### config.mk
export PLATFORM = sky130hd
export DESIGN_NAME = seg_addr_gen
export DESIGN_NICKNAME = d
export VERILOG_FILES = /design/src/rtl/sag_pkg.sv /design/src/rtl/sag_seg_regs.sv /design/src/rtl/sag_ip_unit.sv /design/src/rtl/sag_addr_stage.sv /design/src/rtl/seg_addr_gen.sv
export SDC_FILE = /design/constraint.sdc
export NUM_CORES = 1
export LEC_CHECK = 0
export BUFFER_PORTS_ARGS = -buffer_cell sky130_fd_sc_hd__buf_2
export CAP_MARGIN = 20
export CORE_ASPECT_RATIO = 0.5
export CORE_MARGIN = 2
export CORE_UTILIZATION = 50
export DETAILED_ROUTE_END_ITERATION = 16
export PLACE_DENSITY = 0.76
export SETUP_SLACK_MARGIN = 0.02
export SYNTH_ARGS = -nofsm -noshare
export SYNTH_HDL_FRONTEND = slang
export SYNTH_SLANG_ARGS = --single-unit
### constraint.sdc
create_clock -name clk -period 3.4 [get_ports clk]
set_input_delay 0.68 -clock clk [delete_from_list [all_inputs] [get_ports clk]]
set_output_delay 0.68 -clock clk [all_outputs]
set_load 0.02 [all_outputs]
### src/rtl/sag_pkg.sv
package sag_pkg;

    parameter int SEG_W     = 16;
    parameter int OFF_W     = 16;
    parameter int SEG_SHIFT = 4;
    parameter int PA_W      = SEG_W + SEG_SHIFT;
    parameter int NUM_SEG   = 4;
    parameter int SEL_W     = $clog2(NUM_SEG);
    parameter logic [SEG_W-1:0] CODE_BASE_RST  = 16'hFFFF;
    parameter logic [SEG_W-1:0] OTHER_BASE_RST = 16'h0000;

    typedef enum logic [SEL_W-1:0] {
        KIND_FETCH = 2'd0,
        KIND_DATA  = 2'd1,
        KIND_STACK = 2'd2,
        KIND_EXTRA = 2'd3
    } acc_kind_e;

    typedef enum logic [SEL_W-1:0] {
        SEG_CODE  = 2'd0,
        SEG_DATA  = 2'd1,
        SEG_STACK = 2'd2,
        SEG_EXTRA = 2'd3
    } seg_sel_e;

    typedef struct packed {
        logic             valid;
        acc_kind_e        kind;
        logic [OFF_W-1:0] offset;
        logic             ovr_en;
        seg_sel_e         ovr_seg;
    } addr_req_t;

    typedef struct packed {
        logic            en;
        seg_sel_e        sel;
        logic [SEG_W-1:0] data;
    } seg_wr_t;

    // Default base for each access kind
    function automatic seg_sel_e default_seg(input acc_kind_e kind);
        seg_sel_e s;
        case (kind)
            KIND_FETCH: s = SEG_CODE;
            KIND_DATA:  s = SEG_DATA;
            KIND_STACK: s = SEG_STACK;
            default:    s = SEG_EXTRA;
        endcase
        return s;
    endfunction

    // Only data accesses honour an override
    function automatic seg_sel_e resolve_seg(input addr_req_t r);
        seg_sel_e s;
        if (r.kind == KIND_DATA && r.ovr_en) s = r.ovr_seg;
        else                                 s = default_seg(r.kind);
        return s;
    endfunction

    function automatic logic [SEG_W-1:0] seg_reset_value(input int idx);
        return (idx == int'(SEG_CODE)) ? CODE_BASE_RST : OTHER_BASE_RST;
    endfunction

    // Shift-and-add, truncated to the physical width
    function automatic logic [PA_W-1:0] phys_addr(input logic [SEG_W-1:0] base,
                                                  input logic [OFF_W-1:0] off);
        logic [PA_W-1:0] shifted;
        logic [PA_W-1:0] widened;
        shifted = {base, {SEG_SHIFT{1'b0}}};
        widened = PA_W'(off);
        return shifted + widened;
    endfunction

endpackage

### src/rtl/sag_seg_regs.sv
module sag_seg_regs
    import sag_pkg::*;
(
    input  logic                            clk,
    input  logic                            rst,
    input  seg_wr_t                         wr,
    output logic [NUM_SEG-1:0][SEG_W-1:0]   bases
);

    for (genvar g = 0; g < NUM_SEG; g++) begin : g_base
        localparam logic [SEG_W-1:0] RST_VAL = seg_reset_value(g);
        logic hit;
        assign hit = wr.en && (int'(wr.sel) == g);

        always_ff @(posedge clk) begin
            if (rst)      bases[g] <= RST_VAL;
            else if (hit) bases[g] <= wr.data;
        end
    end

endmodule

### src/rtl/sag_ip_unit.sv
module sag_ip_unit
    import sag_pkg::*;
#(
    parameter int LEN_W = 3
) (
    input  logic              clk,
    input  logic              rst,
    input  logic              advance,
    input  logic [LEN_W-1:0]  adv_len,
    input  logic              load,
    input  logic [OFF_W-1:0]  load_val,
    output logic [OFF_W-1:0]  ip
);

    logic [OFF_W-1:0] ip_next;

    always_comb begin
        ip_next = ip;
        if (load)         ip_next = load_val;
        else if (advance) ip_next = ip + OFF_W'(adv_len);
    end

    always_ff @(posedge clk) begin
        if (rst) ip <= '0;
        else     ip <= ip_next;
    end

endmodule

### src/rtl/sag_addr_stage.sv
module sag_addr_stage
    import sag_pkg::*;
(
    input  logic                           clk,
    input  logic                           rst,
    input  addr_req_t                      req,
    input  logic [OFF_W-1:0]               ip,
    input  logic [NUM_SEG-1:0][SEG_W-1:0]  bases,
    output logic                           valid_q,
    output logic [PA_W-1:0]                addr_q
);

    seg_sel_e          sel;
    logic [SEG_W-1:0]  base;
    logic [OFF_W-1:0]  off;
    logic [PA_W-1:0]   sum;

    always_comb begin
        sel  = resolve_seg(req);
        base = bases[sel];
        off  = (req.kind == KIND_FETCH) ? ip : req.offset;
        sum  = phys_addr(base, off);
    end

    always_ff @(posedge clk) begin
        if (rst) begin
            valid_q <= 1'b0;
            addr_q  <= '0;
        end else begin
            valid_q <= req.valid;
            if (req.valid) addr_q <= sum;
        end
    end

endmodule

### src/rtl/seg_addr_gen.sv
module seg_addr_gen
    import sag_pkg::*;
#(
    parameter int LEN_W = 3
) (
    input  logic              clk,
    input  logic              rst,
    input  logic              req_valid,
    input  logic [SEL_W-1:0]  req_kind,
    input  logic [OFF_W-1:0]  req_offset,
    input  logic              req_ovr_en,
    input  logic [SEL_W-1:0]  req_ovr_seg,
    input  logic              seg_wr_en,
    input  logic [SEL_W-1:0]  seg_wr_sel,
    input  logic [SEG_W-1:0]  seg_wr_data,
    input  logic              ip_advance,
    input  logic [LEN_W-1:0]  ip_adv_len,
    input  logic              ip_load,
    input  logic [OFF_W-1:0]  ip_load_val,
    output logic              addr_valid,
    output logic [PA_W-1:0]   addr_out,
    output logic [OFF_W-1:0]  ip_out
);

    addr_req_t                     req;
    seg_wr_t                       wr;
    logic [NUM_SEG-1:0][SEG_W-1:0] bases;

    always_comb begin
        req.valid   = req_valid;
        req.kind    = acc_kind_e'(req_kind);
        req.offset  = req_offset;
        req.ovr_en  = req_ovr_en;
        req.ovr_seg = seg_sel_e'(req_ovr_seg);
        wr.en       = seg_wr_en;
        wr.sel      = seg_sel_e'(seg_wr_sel);
        wr.data     = seg_wr_data;
    end

    sag_seg_regs u_regs (
        .clk   (clk),
        .rst   (rst),
        .wr    (wr),
        .bases (bases)
    );

    sag_ip_unit #(.LEN_W(LEN_W)) u_ip (
        .clk      (clk),
        .rst      (rst),
        .advance  (ip_advance),
        .adv_len  (ip_adv_len),
        .load     (ip_load),
        .load_val (ip_load_val),
        .ip       (ip_out)
    );

    sag_addr_stage u_stage (
        .clk     (clk),
        .rst     (rst),
        .req     (req),
        .ip      (ip_out),
        .bases   (bases),
        .valid_q (addr_valid),
        .addr_q  (addr_out)
    );

endmodule

* After elaboration in Yosys (flattened, before gate mapping)
Index checks and enable logic that the tools add are counted.
** Word-level totals
- Register bits after elaboration :: 101
- Input bits :: 64
- Output and inout port bits :: 37
- Word-level logic and storage cells :: 30
** Cells by class
- Add/subtract/negate cells :: 2
- Order comparisons :: 1
- Equality and inequality tests :: 5
- Mux-type cells :: 7
- Reduce and logical (&&, ||, !) cells :: 8
** Operators by type and width (count)
- 16-bit 2-to-1 mux :: 4
- 16-bit binary-select mux with 2-bit select :: 1
- 20-bit by 16-bit adder with 20-bit output :: 1
- 16-bit by 3-bit adder with 16-bit output :: 1
- 2-bit equality test, second input constant :: 3
- 2-bit one-hot mux with 3 select lines :: 1
- 1-bit logical AND :: 5
- 2-bit by 1-bit equality test with 1-bit output, second input constant :: 2
- 2-bit zero test :: 2
- 2-bit by 3-bit less-than comparator with 1-bit output, second input constant :: 1
- 2-bit 2-to-1 mux :: 1
- 2-bit nonzero test :: 1

* Longest topological paths before layout
Gate-level depths: netlist of the first run.
- Depth in word-level cells :: 6
- Gate-level depth with buffers :: 13

* Modules after synthesis
Synthesis of the first run repeated with hierarchy kept, for this count alone.
** Unflattened totals
- Cells, all modules :: 585
- Area total of the unflattened synthesis :: 5626.6 um^2
** By module, submodules not included
- sag_seg_regs :: instances 1, cells an instance 245, area each 2618.8 um^2, sequential area each 1281.2 um^2
- sag_addr_stage :: instances 1, cells an instance 213, area each 1995.7 um^2, sequential area each 420.4 um^2
- sag_ip_unit :: instances 1, cells an instance 127, area each 1012.2 um^2, sequential area each 320.3 um^2

* Worst setup path after synthesis of the first run
No wires, ideal clock.
- Kind :: input -> register
- Start point :: input req_kind[1]
- End point :: register u_stage.addr_q[18]
- Library setup time :: 92 ps
- Arrival :: 3425 ps
- Required time :: 3308 ps
- Setup slack :: -117 ps
- Cell stages on the path :: 12
- Path buffers :: 3
- Cell sequence :: buf_6 > a31oi_2 > buf_2 > mux4_2 > ha_1 > clkbuf_1 > o21a_1 > o211ai_1 > a31o_2 > a21oi_1 > a311oi_1 > nor4_1
** Between the ends
- Word-level cells in the longest chain between the ends :: 6
- Elaborated cells on any way between the ends :: 10
- Those cells by class :: 1 x add/sub; 2 x eq/ne; 5 x mux; 2 x reduce/logical
** RTL lines
- start: declaration :: line seg_addr_gen.sv:9 : input logic [SEL_W-1:0] req_kind,
- 2-bit equality test, or another cell as far along :: line sag_pkg.sv:43 : case (kind)
- 2-bit one-hot mux with 3 select lines or 1-bit logical AND (tied branches) :: line sag_pkg.sv:43, sag_pkg.sv:55
- 2-bit 2-to-1 mux :: line sag_pkg.sv:55 : if (r.kind == KIND_DATA && r.ovr_en) s = r.ovr_seg;
- 16-bit binary-select mux with 2-bit select :: line sag_addr_stage.sv:20 : base = bases[sel];
- 16-bit 2-to-1 mux (not written as such) :: line sag_addr_stage.sv:20
- 20-bit by 16-bit adder with 20-bit output (*) :: line sag_pkg.sv:71 : return shifted + widened;
- end signal: assignment :: line sag_addr_stage.sv:31 : if (req.valid) addr_q <= sum;
- end: declaration :: line sag_addr_stage.sv:10 : output logic [PA_W-1:0] addr_q
Mark *: on every way between the ends. The rest lies on a longest branch, timed or not. The select of a mux whose other input is x is not followed.
A chain may end at the register's enable or synchronous reset.

* Worst setup path in the final report of the first run
- Start point :: input req_ovr_en
- End point :: register u_stage.addr_q[18]
** Between the ends
- Word-level cells in the longest chain between the ends :: 5
** RTL lines
- start: declaration :: line seg_addr_gen.sv:11 : input logic req_ovr_en,
- 1-bit logical AND :: line sag_pkg.sv:55
- 2-bit 2-to-1 mux :: line sag_pkg.sv:55
- 16-bit binary-select mux with 2-bit select :: line sag_addr_stage.sv:20
- 16-bit 2-to-1 mux (not written as such) :: line sag_addr_stage.sv:20
- 20-bit by 16-bit adder with 20-bit output :: line sag_pkg.sv:71
Every way passes these cells. The select of a mux whose other input is x is not followed.

==> results of run 1 <==
==> synth_stat cells (3+ instances only) <==
cell type	count	share of area, %
o211ai_1	3	0.44
dfxtp_1	101	39
mux2_2	13	2.8
a21o_1	6	0.87
xor2_1	4	0.68
buf_1	3	0.22
mux4_2	11	4.8
nand3_1	9	0.87
nand4_1	6	0.73
a211oi_1	11	1.6
o21a_1	4	0.58
clkbuf_1	29	2.1
mux2i_1	10	1.9
nor4_1	3	0.36
a311oi_1	6	1.0
xnor2_1	17	2.9
a21oi_1	71	6.9
o21ai_0	12	1.2
nor2b_1	20	2.4
nor2_1	36	2.6
nor3_1	6	0.58
a211o_1	17	2.9
inv_1	12	0.87
nand2_1	131	9.5
ha_1	15	3.6
==> cell type report <==
type                    count  area, um^2  area share (%)
clock buffers              11         253            4.04
inverters                  14        52.6           0.840
repair buffers            131         746            11.9
multi-input cells         449        2950            47.1
clock inverters             5        63.8            1.02
flip-flops and latches    101        2020            32.3
well taps                 140         175            2.80
==> per-stage QoR <==
| step | instance area, um^2 | std cells | hold WS [ns] |
|---|---|---|---|
| 2_1_floorplan | 5160 | 599 | 0.432 |
| 4_1_cts | 6260 | 851 | 0.458 |
| 3_5_place_dp | 5940 | 835 | 0.448 |
| 6_report | 6260 | 851 | 0.458 |
| 3_3_place_gp | 5940 | 835 | 0.441 |
| 5_1_grt | 6260 | 851 | 0.474 |
==> registers in the layout (all words and copies together) (netlist names) <==
name / flops
u_stage.addr_q: 20
u_ip.ip: 16
u_regs.bases: 64
u_stage.valid_q: 1
==> power by group through the flow <==
stage	clock, mW	sequential, mW	combinational [mW]
floorplan	0	1.36	0.351
global placement	0	1.32	0.592
detailed placement	0	1.32	0.603
CTS	1.11	1.30	0.607
global route	1.15	1.30	0.672
finish	1.09	1.30	0.611
==> layout by cell type, fill, tap and decap left out, drive strengths merged, types with 13 or more instances in the layout <==
master    n
a211o    17
a211oi   13
a21oi    71
buf     131
dfxtp   101
ha       15
inv      15
mux2     13
mux4     13
nand2   132
nor2     36
nor2b    20
xnor2    17
==> worst max-delay path: stages <==
cell and delay [ns]:
buf_2 0.13, or3b_4 0.41, nand2_4 0.16, mux4_2 0.22, ha_1 0.18, inv_1 0.06, fa_1 0.40, nor2b_1 0.20
o31ai_1 0.12, a31o_2 0.23, a21oi_1 0.23, a311oi_1 0.13, nor4_1 0.29
==> worst paths after layout <==
path                                     end  slack, ns  cells after the start
min            u_regs.bases[33]$_SDFFE_PP0P_       0.46                      2
min reg2reg    u_regs.bases[33]$_SDFFE_PP0P_       0.46                      2
max          u_stage.addr_q[18]$_SDFFE_PP0P_       0.20                     13
max reg2reg  u_stage.addr_q[18]$_SDFFE_PP0P_       0.79                     10
==> layer usage <==
metal | vias up | share of wire [%] | wire (um)
li1 | 2324 | - | -
met1 | 2239 | 48 | 6470
met2 | 134 | 45 | 6080
met3 | 14 | 6.5 | 885
met4 | 0 | 0.98 | 133
met5 | - | 0 | 0
==> logic make-up (layout without fill, tap and decap cells) <==
kind of cell	after synthesis	after routing	synth area share (%)
and+or+nand+nor	228	228	19.8
xor gates and xnor gates	21	21	3.57
adders and majority gates	17	17	4.42
muxes	36	36	10.6
buffers and inverters	49	161	3.76
DFF	101	101	39.2
AOI/OAI and AO/OA	147	147	18.6
==> flow_metrics.py, run 1 <==
metrics = {
    "flow_run": {
        "cap_violations": 0,
    },
    "pwr": {
        "peakVddDrop_uv": 213,
        "p_comb_share_pct": 20.4,
        "clock_power_share_pct": 36.4,
        "p_seq_share_pct": 43.2,
        "intPower_mw": 2.14,
        "leakagePower_nw": 2.61,
        "netSwitchingPower_mw": 0.860,
        "power.total_mw": 3.00,
        "powerDensity_nw_per_um2": 479,
        "p_sw_share_pct": 28.7,
    },
    "cts": {
        "clk_path_buf_depth": 2,
        "path_clk_slew_ns": 0.07,
        "cts_tree": "done",
        "clock-root-buffer": "clkbuf_16",
        "cts_sinks": 101,
        "h-tree-depth": 3,
        "postCtsSetupBuffers": 0,
        "tritoncts.num_buffers": 9,
        "cts_resized": 0,
        "postCtsHoldBufs": 0,
        "clk_latency_ns": 0.35,
    },
    "critical_path": {
        "arrival_ns": 3.45,
        "crit_type": "in2reg",
        "end_kind": "flop",
        "crit_path_start_kind": "input port",
        "cp-startpoint": "req_ovr_en",
        "crit_fanout": 10,
        "r2r_start": "u_ip.ip[4]$_SDFFE_PP0P_",
        "cp.required_ns": 3.65,
    },
    "detailed_routing": {
        "drt_pass1_iterations": 5,
        "drt_iter0_markers": 310,
        "ant_nets": 0,
        "via_per_inst": 5.54,
        "wl_per_cell_um": 15.9,
        "num_vias": 4711,
        "remaining_drc_errors": 0,
        "drt_wl_total_um": 13600,
    },
    "sta": {
        "finalHoldViolCount": 0,
        "finalSetupViolCount": 0,
        "timing.final.crit_share_pct": 94.2,
        "setup_slack_ns": 0.198,
        "drv_slew": 0,
        "max_freq_ghz": 0.312,
        "rsz0062_at_grt": "false",
        "tightest_slew_ns": 0.730,
        "setup_tns_ns": 0,
        "slew-limit-headroom_pct": 51.2,
        "period_needed_ns": 3.20,
        "skew_ns": 0.00520,
    },
    "finish": {
        "synthToLayoutAreaGrowth_pct": 21.4,
        "drive_gt1_share_pct": 25.9,
        "num_antenna_cells": 0,
        "fill_cells": 869,
        "fin_nets": 787,
        "fin_util_pct": 61.8,
    },
    "status": {
        "status": "finished, final reports clean",
    },
    "placement": {
        "gp_congestion": 0.907,
        "pre_cts_ws_ns": -0.172,
        "numPortBuffers": 100,
        "dp_hpwl_um": 9810,
    },
    "die": {
        "die_x_um": 148,
        "rows": 26,
        "initial_core_util_pct": 51.0,
        "io_pins": 101,
        "design.core.area_um2": 10100,
        "dieArea_um2": 11200,
        "die_y_um": 75.8,
    },
    "hold_path": {
        "min-delay-start": "u_regs.bases[33]$_SDFFE_PP0P_",
        "hp-class": "reg2reg",
    },
    "global_routing": {
        "grt.met3_usage_pct": 6.77,
        "grt.busiest_layer": "met2",
        "met2_usage_pct": 40.2,
        "grt_max_degree": 71,
        "grt_pass1_wl_um": 21400,
        "met1_usage_pct": 32.7,
        "grt_pass1_vias": 4339,
        "grt_overflow_total": 0,
        "antenna_found_initial": 1,
        "grt_use_total_pct": 24.5,
    },
    "synth": {
        "synth-edff-count": 0,
        "synth_area_um2": 5160,
        "yosysSeqAreaShare_pct": 39.2,
        "ys_types": 57,
        "synthArstFlopShare_pct": 0,
        "syn_inst": 599,
        "ys_ff_latch": 101,
        "yosys_warnings": 0,
        "syn_nets": 680,
        "ys.flop_type": "dfxtp_1",
        "syn_area_per_cell_um2": 8.61,
    },
}
Note: power is estimated with default switching activity, not from simulation.
==> run 2: changes to the inputs <==
- CORE_ASPECT_RATIO: 0.5 -> 1.1
==> flow_metrics.py, run 2 (synthesis results as in run 1) <==
metrics = {
    "cts": {
        "cts_resized": 0,
        "cts_tree": "done",
        "clk_path_buf_depth": 2,
        "h-tree-depth": 3,
        "path_clk_slew_ns": 0.11,
        "clk_latency_ns": 0.38,
        "postCtsSetupBuffers": 0,
        "tritoncts.num_buffers": 9,
        "clock-root-buffer": "clkbuf_8",
        "postCtsHoldBufs": 0,
        "cts_sinks": 101,
    },
    "global_routing": {
        "grt_pass1_vias": 4478,
        "grt_overflow_total": 0,
        "grt_max_degree": 75,
        "antenna_found_initial": 0,
        "grt_use_total_pct": 24.0,
        "grt_pass1_wl_um": 21400,
    },
    "die": {
        "die_x_um": 101,
        "dieArea_um2": 11100,
        "design.core.area_um2": 9940,
        "die_y_um": 111,
        "initial_core_util_pct": 51.9,
        "rows": 38,
        "io_pins": 101,
    },
    "sta": {
        "timing.final.crit_share_pct": 92.8,
        "rsz0062_at_grt": "false",
        "setup_slack_ns": 0.246,
        "period_needed_ns": 3.15,
        "finalHoldViolCount": 0,
        "finalSetupViolCount": 0,
        "max_freq_ghz": 0.317,
        "slew-limit-headroom_pct": 49.3,
        "drv_slew": 0,
        "skew_ns": 0.0138,
        "tightest_slew_ns": 0.758,
    },
    "critical_path": {
        "crit_type": "in2reg",
        "crit_path_start_kind": "input port",
        "regToRegSetupSlack_ns": 0.76,
        "crit_fanout": 7,
        "cpPeakStageDelay_ns": 0.60,
        "crit_path_cell_trace": "buf_2 > a31oi_2 > buf_4 > mux4_1 > ha_1 > a211oi_1 > o21bai_1 > o211ai_1 > nand2_1 > a41o_1 > a311oi_2",
        "cp.required_ns": 3.71,
        "end_kind": "flop",
        "critPathSlowestCell": "mux4_1",
        "arrival_ns": 3.46,
    },
    "detailed_routing": {
        "wl_per_cell_um": 16.2,
        "drt_iter0_markers": 293,
        "ant_nets": 0,
        "drt_pass1_iterations": 7,
        "drt_wl_total_um": 13500,
        "via_per_inst": 5.78,
        "remaining_drc_errors": 0,
        "num_vias": 4818,
    },
    "finish": {
        "synthToLayoutAreaGrowth_pct": 19.1,
        "stdcell_count": 833,
        "reg_top3": "u_regs.bases: 64 flops, u_stage.addr_q: 20 flops, u_ip.ip: 16 flops",
        "drive_gt1_share_pct": 26.1,
        "fin_nets": 789,
        "num_antenna_cells": 0,
        "top_register": "u_regs.bases",
        "fill_cells": 866,
        "layout_common_cells": "131 x nand2_1, 101 x dfxtp_1, 100 x buf_2",
        "largest_reg_flops": 64,
        "final_common_cell": "nand2_1",
    },
    "placement": {
        "numPortBuffers": 100,
        "dp_hpwl_um": 10000,
        "pre_cts_ws_ns": -0.126,
        "gp_congestion": 0.846,
        "placed_cells": 817,
    },
    "hold_path": {
        "hp-class": "reg2reg",
    },
    "pwr": {
        "peakVddDrop_uv": 260,
        "powerDensity_nw_per_um2": 435,
        "leakagePower_nw": 2.56,
    },
    "flow_run": {
        "cap_violations": 0,
    },
    "status": {
        "status": "finished, final reports clean",
    },
}
-- run 2: path summary, 6_finish.rpt --
path	from	endpoint	depth (start not counted)
worst max-delay path	req_kind[0]	u_stage.addr_q[19]$_SDFFE_PP0P_	11
worst min-delay path	u_regs.bases[51]$_SDFFE_PP0P_	u_regs.bases[51]$_SDFFE_PP0P_	2
worst max register to register	u_regs.bases[33]$_SDFFE_PP0P_	u_stage.addr_q[19]$_SDFFE_PP0P_	8
worst min register to register	u_regs.bases[51]$_SDFFE_PP0P_	u_regs.bases[51]$_SDFFE_PP0P_	2
-- run 2: where the power goes --
group / switching [mW] / internal [mW]
Combinational: 0.338 / 0.273
Clock: 0.475 / 0.292
Sequential: 0.0456 / 1.25
-- run 2: final cells by class --
| type | count | area, um^2 | share of cell area [%] |
|---|---|---|---|
| clock buffer | 9 | 124 | 2.02 |
| clock inverter | 7 | 73.8 | 1.20 |
| inverter | 14 | 52.6 | 0.856 |
| multi-input combinational | 449 | 2950 | 48.0 |
| sequential | 101 | 2020 | 32.9 |
| tap | 120 | 150 | 2.44 |
| timing repair buffer | 133 | 773 | 12.6 |
-- run 2: metal layers --
metal	track usage, %	vias to the layer above	routed length (um)
li1	-	2326	-
met1	30.9	2284	5780
met2	39.5	188	6460
met3	4.30	20	938
met4	9.13	0	310
met5	0	-	0
-- run 2: per-stage QoR --
stage | TNS (ns) | power [mW] | hold WS, ns | utilization (%) | instance area [um^2]
floorplan | -0.0252 | 1.71 | 0.432 | - | 5160
CTS | 0 | 2.68 | 0.462 | 61.8 | 6140
finish | 0 | 2.67 | 0.460 | 61.8 | 6140
global placement | -0.0306 | 1.91 | 0.440 | 59.8 | 5940
global route | 0 | 2.79 | 0.480 | 61.8 | 6140
detailed placement | -0.240 | 1.93 | 0.447 | 59.8 | 5940
-- run 2: worst max-delay path: cells and delay by family --
kind,cells,cell delay [ns]
simple gates,1,0.12
mux,1,0.60
compound gates,6,1.45
fa+ha+maj,1,0.32
buf+inv,2,0.30
